### src/rtl/acpi_evt_router.sv
module acpi_evt_router #(
  parameter int NWAKE = 3,
  parameter int DW = 16,
  parameter int AW = 3,
  parameter int WAKE_LSB = 8,
  parameter int OVR_LSB = 4
) (
  input  logic          clk,
  input  logic          rst_n,
  input  logic [AW-1:0] addr,
  input  logic [DW-1:0] wdata,
  input  logic          wr_en,
  input  logic [1:0]    byte_en,
  output logic [DW-1:0] rdata,
  input  logic [NWAKE-1:0] wake_in,
  output logic          sci_o,
  output logic          smi_o
);
  localparam logic [AW-1:0] A_STS = 0, A_EN = 1, A_CTL = 2, A_CFG = 3, A_SMI = 4, A_REL = 5;
  localparam int SCI_EN_BIT = 8;

  logic [NWAKE-1:0] s1, s2, prev;
  logic [NWAKE-1:0] wake_sts, wake_en, dir, ovr;
  logic gbl_sts, gbl_en, fw_en, sci_glb_en;
  logic [1:0] smi_sts;

  logic unused_bits;
  assign unused_bits = ^wdata;

  wire wr_lo = wr_en && byte_en[0];
  wire wr_hi = wr_en && byte_en[1];

  wire [NWAKE-1:0] edge_det = s2 & ~prev;
  wire [NWAKE-1:0] wake_set = edge_det & ~ovr;
  wire smi_wake_set = |(edge_det & ovr);
  wire [NWAKE-1:0] wake_clr = (wr_hi && addr == A_STS) ? wdata[WAKE_LSB +: NWAKE] : '0;
  wire gbl_set = wr_lo && addr == A_CTL && wdata[1];
  wire gbl_clr = wr_lo && addr == A_STS && wdata[0];
  wire rel_set = wr_lo && addr == A_REL && wdata[0] && fw_en;
  wire [1:0] smi_clr = (wr_lo && addr == A_SMI) ? wdata[1:0] : 2'b00;

  always_ff @(posedge clk or negedge rst_n) begin
    if (!rst_n) begin
      s1 <= '0;
      s2 <= '0;
      prev <= '0;
    end else begin
      s1 <= wake_in;
      s2 <= s1;
      prev <= s2;
    end
  end

  always_ff @(posedge clk or negedge rst_n) begin
    if (!rst_n) begin
      wake_sts <= '0;
      gbl_sts <= 1'b0;
      smi_sts <= 2'b00;
    end else begin
      wake_sts <= (wake_sts & ~wake_clr) | wake_set;
      gbl_sts <= (gbl_sts & ~gbl_clr) | gbl_set;
      smi_sts <= (smi_sts & ~smi_clr) | {rel_set, smi_wake_set};
    end
  end

  always_ff @(posedge clk or negedge rst_n) begin
    if (!rst_n) begin
      wake_en <= '0;
      gbl_en <= 1'b0;
      fw_en <= 1'b0;
      dir <= '0;
      ovr <= '0;
      sci_glb_en <= 1'b0;
    end else begin
      if (wr_lo && addr == A_EN) gbl_en <= wdata[0];
      if (wr_hi && addr == A_EN) wake_en <= wdata[WAKE_LSB +: NWAKE];
      if (wr_lo && addr == A_CTL) fw_en <= wdata[0];
      if (wr_lo && addr == A_CFG) begin
        dir <= wdata[NWAKE-1:0];
        ovr <= wdata[OVR_LSB +: NWAKE];
      end
      if (wr_hi && addr == A_CFG) sci_glb_en <= wdata[SCI_EN_BIT];
    end
  end

  always_comb begin
    rdata = '0;
    case (addr)
      A_STS: begin
        rdata[0] = gbl_sts;
        rdata[WAKE_LSB +: NWAKE] = wake_sts;
      end
      A_EN: begin
        rdata[0] = gbl_en;
        rdata[WAKE_LSB +: NWAKE] = wake_en;
      end
      A_CTL: rdata[0] = fw_en;
      A_CFG: begin
        rdata[NWAKE-1:0] = dir;
        rdata[OVR_LSB +: NWAKE] = ovr;
        rdata[SCI_EN_BIT] = sci_glb_en;
      end
      A_SMI: rdata[1:0] = smi_sts;
      default: rdata = '0;
    endcase
  end

  assign sci_o = (sci_glb_en && |(wake_sts & wake_en & ~dir & ~ovr)) || (gbl_sts && gbl_en);
  assign smi_o = |smi_sts;

  AST_SCI_HAS_CAUSE: assert property (@(posedge clk) disable iff (!rst_n)
    sci_o |-> (sci_glb_en || (gbl_sts && gbl_en)));
  AST_REL_SETS_LOCK: assert property (@(posedge clk) disable iff (!rst_n)
    (wr_en && byte_en[0] && addr == A_CTL && wdata[1]) |=> gbl_sts);
  AST_RELEASE_NEEDS_FW: assert property (@(posedge clk) disable iff (!rst_n)
    $rose(smi_sts[1]) |-> $past(fw_en));
  AST_CTL_RSVD_ZERO: assert property (@(posedge clk) disable iff (!rst_n)
    (addr == A_CTL) |-> (rdata[DW-1:1] == '0));
  AST_SMI_LEVEL: assert property (@(posedge clk) disable iff (!rst_n)
    smi_o |-> (smi_sts != 2'b00));

  for (genvar g = 0; g < NWAKE; g++) begin : g_chk
    AST_STS_STICKY: assert property (@(posedge clk) disable iff (!rst_n)
      (wake_sts[g] && !(wr_en && byte_en[1] && addr == A_STS && wdata[WAKE_LSB+g])) |=> wake_sts[g]);
    AST_SET_WINS: assert property (@(posedge clk) disable iff (!rst_n)
      (edge_det[g] && !ovr[g]) |=> wake_sts[g]);
    AST_OVR_TO_SMI: assert property (@(posedge clk) disable iff (!rst_n)
      (edge_det[g] && ovr[g]) |=> smi_sts[0]);
  end
endmodule

### config.mk
export PLATFORM = sky130hd
export DESIGN_NAME = acpi_evt_router
export DESIGN_NICKNAME = d
export VERILOG_FILES = /design/src/rtl/acpi_evt_router.sv
export SDC_FILE = /design/constraint.sdc
export NUM_CORES = 1
export LEC_CHECK = 0
export BUFFER_PORTS_ARGS = -buffer_cell sky130_fd_sc_hd__buf_4
export CORE_ASPECT_RATIO = 1.1
export CORE_UTILIZATION = 40
export DETAILED_ROUTE_END_ITERATION = 12
export PLACE_DENSITY = 0.7
export SETUP_SLACK_MARGIN = 0.3
export SLEW_MARGIN = 15
export SYNTH_ARGS = -nofsm -noshare
export SYNTH_HDL_FRONTEND = slang
export SYNTH_SLANG_ARGS = --single-unit
### constraint.sdc
create_clock -name clk -period 1.8 [get_ports clk]
set_input_delay 0.09 -clock clk [delete_from_list [all_inputs] [get_ports clk]]
set_output_delay 0.09 -clock clk [all_outputs]
set_load 0.01 [all_outputs]
==> impl_metrics.toml <==
[clock_network]
ctsLongestPathBuffers = 2
tritoncts = "yes"
cts_buffers = 3
worstSkewPairLatency_ps = 330
root_buffer = "clkbuf_4"
cts.sink_count = 27
h-tree-depth = 1
cts.clk_slew.worst_paths_ps = 150

[layout]
stdcell_area_um2 = 1740
drive_above_1_share_pct = 37.8
postLayoutCoreUtil_pct = 55.8
num_antenna_cells = 0
syn_to_final_growth_pct = 30.4
nNetsFinal = 184

[sta]
hold_viol = 0
hold_slack_ps = 68.2
setup_viol = 0
setup_tns_ps = 0
finalMaxSlewViolations = 0
rsz0062_at_grt = "yes"
fin_crit_ps = 1520
layout_setup_ws_ps = 280
fin_skew_ps = 1.83
period_share_pct = 84.5
fmax_ghz = 0.658

[global_routing]
grt_pass1_wl_um = 4690
grt_pass1_vias = 982
overflow = 0
track_usage_pct = 17.4
grt_max_degree = 28
antenna_found_initial = 0

[floorplan]
die_h_um = 62.6
pin_count = 45
rows = 21
coreArea_um2 = 3130
die_w_um = 57.1
dieArea_um2 = 3580
initial_core_util_pct = 42.8

[power_and_ir_drop]
vdd_drop_max_mv = 0.405
leakage_nw = 0.770
p_per_area_nw_per_um2 = 790

[status]
violations = "DRC"
outcome = "finished with violations"

[placed_design]
pre_cts_slack_ps = 464
postPlaceCellArea_um2 = 1550
gp_congestion = 0.782
portBuffers = 30
dp_hpwl_um = 2030

[job]
maxCapViolations = 0

[yosys]
synth.yosys.seq_area_share_pct = 50.5
synth_top_area_share_pct = 50.5
syn_area_per_cell_um2 = 12.0
synth_top_family_by_area = "simple AND/OR/NAND/NOR gates"
synth_area_leaders = "dfrtp_1 51%, mux2_2 6.7%, mux2_4 6.7%, buf_4 3.9%, nor3b_1 2.8%"
synthMuxAreaShare_pct = 15.0
synth_xor_area_share_pct = 0
syn-cell-area_um2 = 1340
synth.distinct_cells = 36
synth_area_leader_cell = "dfrtp_1"
synth_seq_cells = 27
yosys.area_share.adder_pct = 0
synth_compound_area_share_pct = 8.33
yosysWarnings = 0
netlist_instances = 111
synthSimpleGateAreaFrac_pct = 20.0

[detailed_routing]
finalWirelength_um = 2790
drt_first_pass_iters = 10
drtIter0Drc = 40
post_drt_wl_per_cell_um = 14.7
detailroute.via_count = 1002
vias_per_cell = 5.27
postRouteAntennaNets = 0
route.detailed.drc = 4

[critical_path]
cp-start-kind = "register"
timing.rr.end = "wake_sts[0]"
worstReg2RegStart = "ovr[0]"
r2r_cells = 3
crit_end = "sci_o"
startpoint = "dir[0]"
cp_data_arrival_time_ps = 1430
cp-end-kind = "output pin"
worstPathMaxFanout = 3
critical_path_class = "reg -> out"
reg2reg_slack_ps = 780
cp.required_ps = 1710

[worst_hold_path]
hp-class = "in -> reg"
hold_depth = 3
## worst min-delay path by stage
| stage | end | slack [ps] | start |
|---|---|---|---|
| floorplan | dir[0] | -210 | rst_n |
| global placement | s1[2] | 20 | rst_n |
| detailed placement | s1[2] | 20 | rst_n |
| CTS | dir[0] | 5 | wdata[0] |
| global route | smi_sts[1] | 80 | addr[2] |
| finish | smi_sts[1] | 70 | addr[2] |
## critical path, cell delays in order, from the launching register on
cell and delay [ps]:
dfrtp_1 450, nor4bb_2 300, o21ai_1 90, o211ai_1 110, buf_4 160
## cell families after synthesis
logic type,Yosys count
buffers and inverters,11
flip-flops,27
AO/OA/AOI/OAI,15
other,1
AND/OR/NAND/NOR,41
multiplexers,16
## cell usage in the layout (no fill, tap or decap), drive strengths merged, types with 4 or more instances in the layout
cell type and count:
dfrtp 27, dlygate4sd3 13, nor3b 5, nor2b 4, and2 4, buf 33
nor3 5, mux2 14, conb 7, nand2 5
## sequential cells by signal, indices dropped and copies added (netlist names), 2 cells and up
signal / flops
smi_sts: 2
wake_sts: 3
prev: 3
wake_en: 3
s2: 3
ovr: 3
s1: 3
dir: 3
## area by class of cell
type                            count  area [µm²]
Clock inverter                      1        5.00
Clock buffer                        3        22.5
Tap cell                           34        42.5
Sequential cell                    27         676
Fill cell                         274        1380
Timing Repair Buffer               46         378
Multi-Input combinational cell     79         621
## cells in the mapped netlist, drive strengths merged
cell,n
and2,4
dfrtp,27
nand3b,3
a2bb2oi,1
and3b,1
nand4b,1
buf,11
o21ai,3
or2,1
conb,1
or3b,1
a32o,1
and3,1
nand3,3
a22oi,1
a21oi,1
o22a,1
o211ai,1
nor3b,5
nor2b,4
nor4bb,2
nand2,5
nand4,1
mux2,14
nor3,5
o31ai,1
mux2i,2
nor2,2
a211o,3
or4,1
nand2b,1
o22ai,1
o31a,1
## through the flow
step	power, mW	std cells
6_report	1.38	190
5_1_grt	1.46	190
4_1_cts	1.38	189
3_5_place_dp	1.07	170
3_3_place_gp	1.06	170
2_1_floorplan	0.943	117
## layer usage
metal  GRT usage [%]  share of wire (%)  up-vias
li1                -                  -      479
met1            22.7                 46      485
met2            28.2                 48       31
met3            2.69                3.6        7
met4            7.93                2.2        0
met5               0                  0        -
## power breakdown
part / internal [mW] / switching [mW]
registers: 0.687 / 0.0677
clock network: 0.0836 / 0.185
logic: 0.216 / 0.138
total: 0.987 / 0.391
## what timing repair did
item / 4_1_cts / 5_1_grt
endpoints found under the setup margin: 3 / 3
pin swaps: 3 / 1
hold endpoints to repair: 39 / 1
hold buffers: 12 / 1
setup buffers: 3 / 0
resized for setup: 3 / 1
Power figures use the tool's default switching activity.
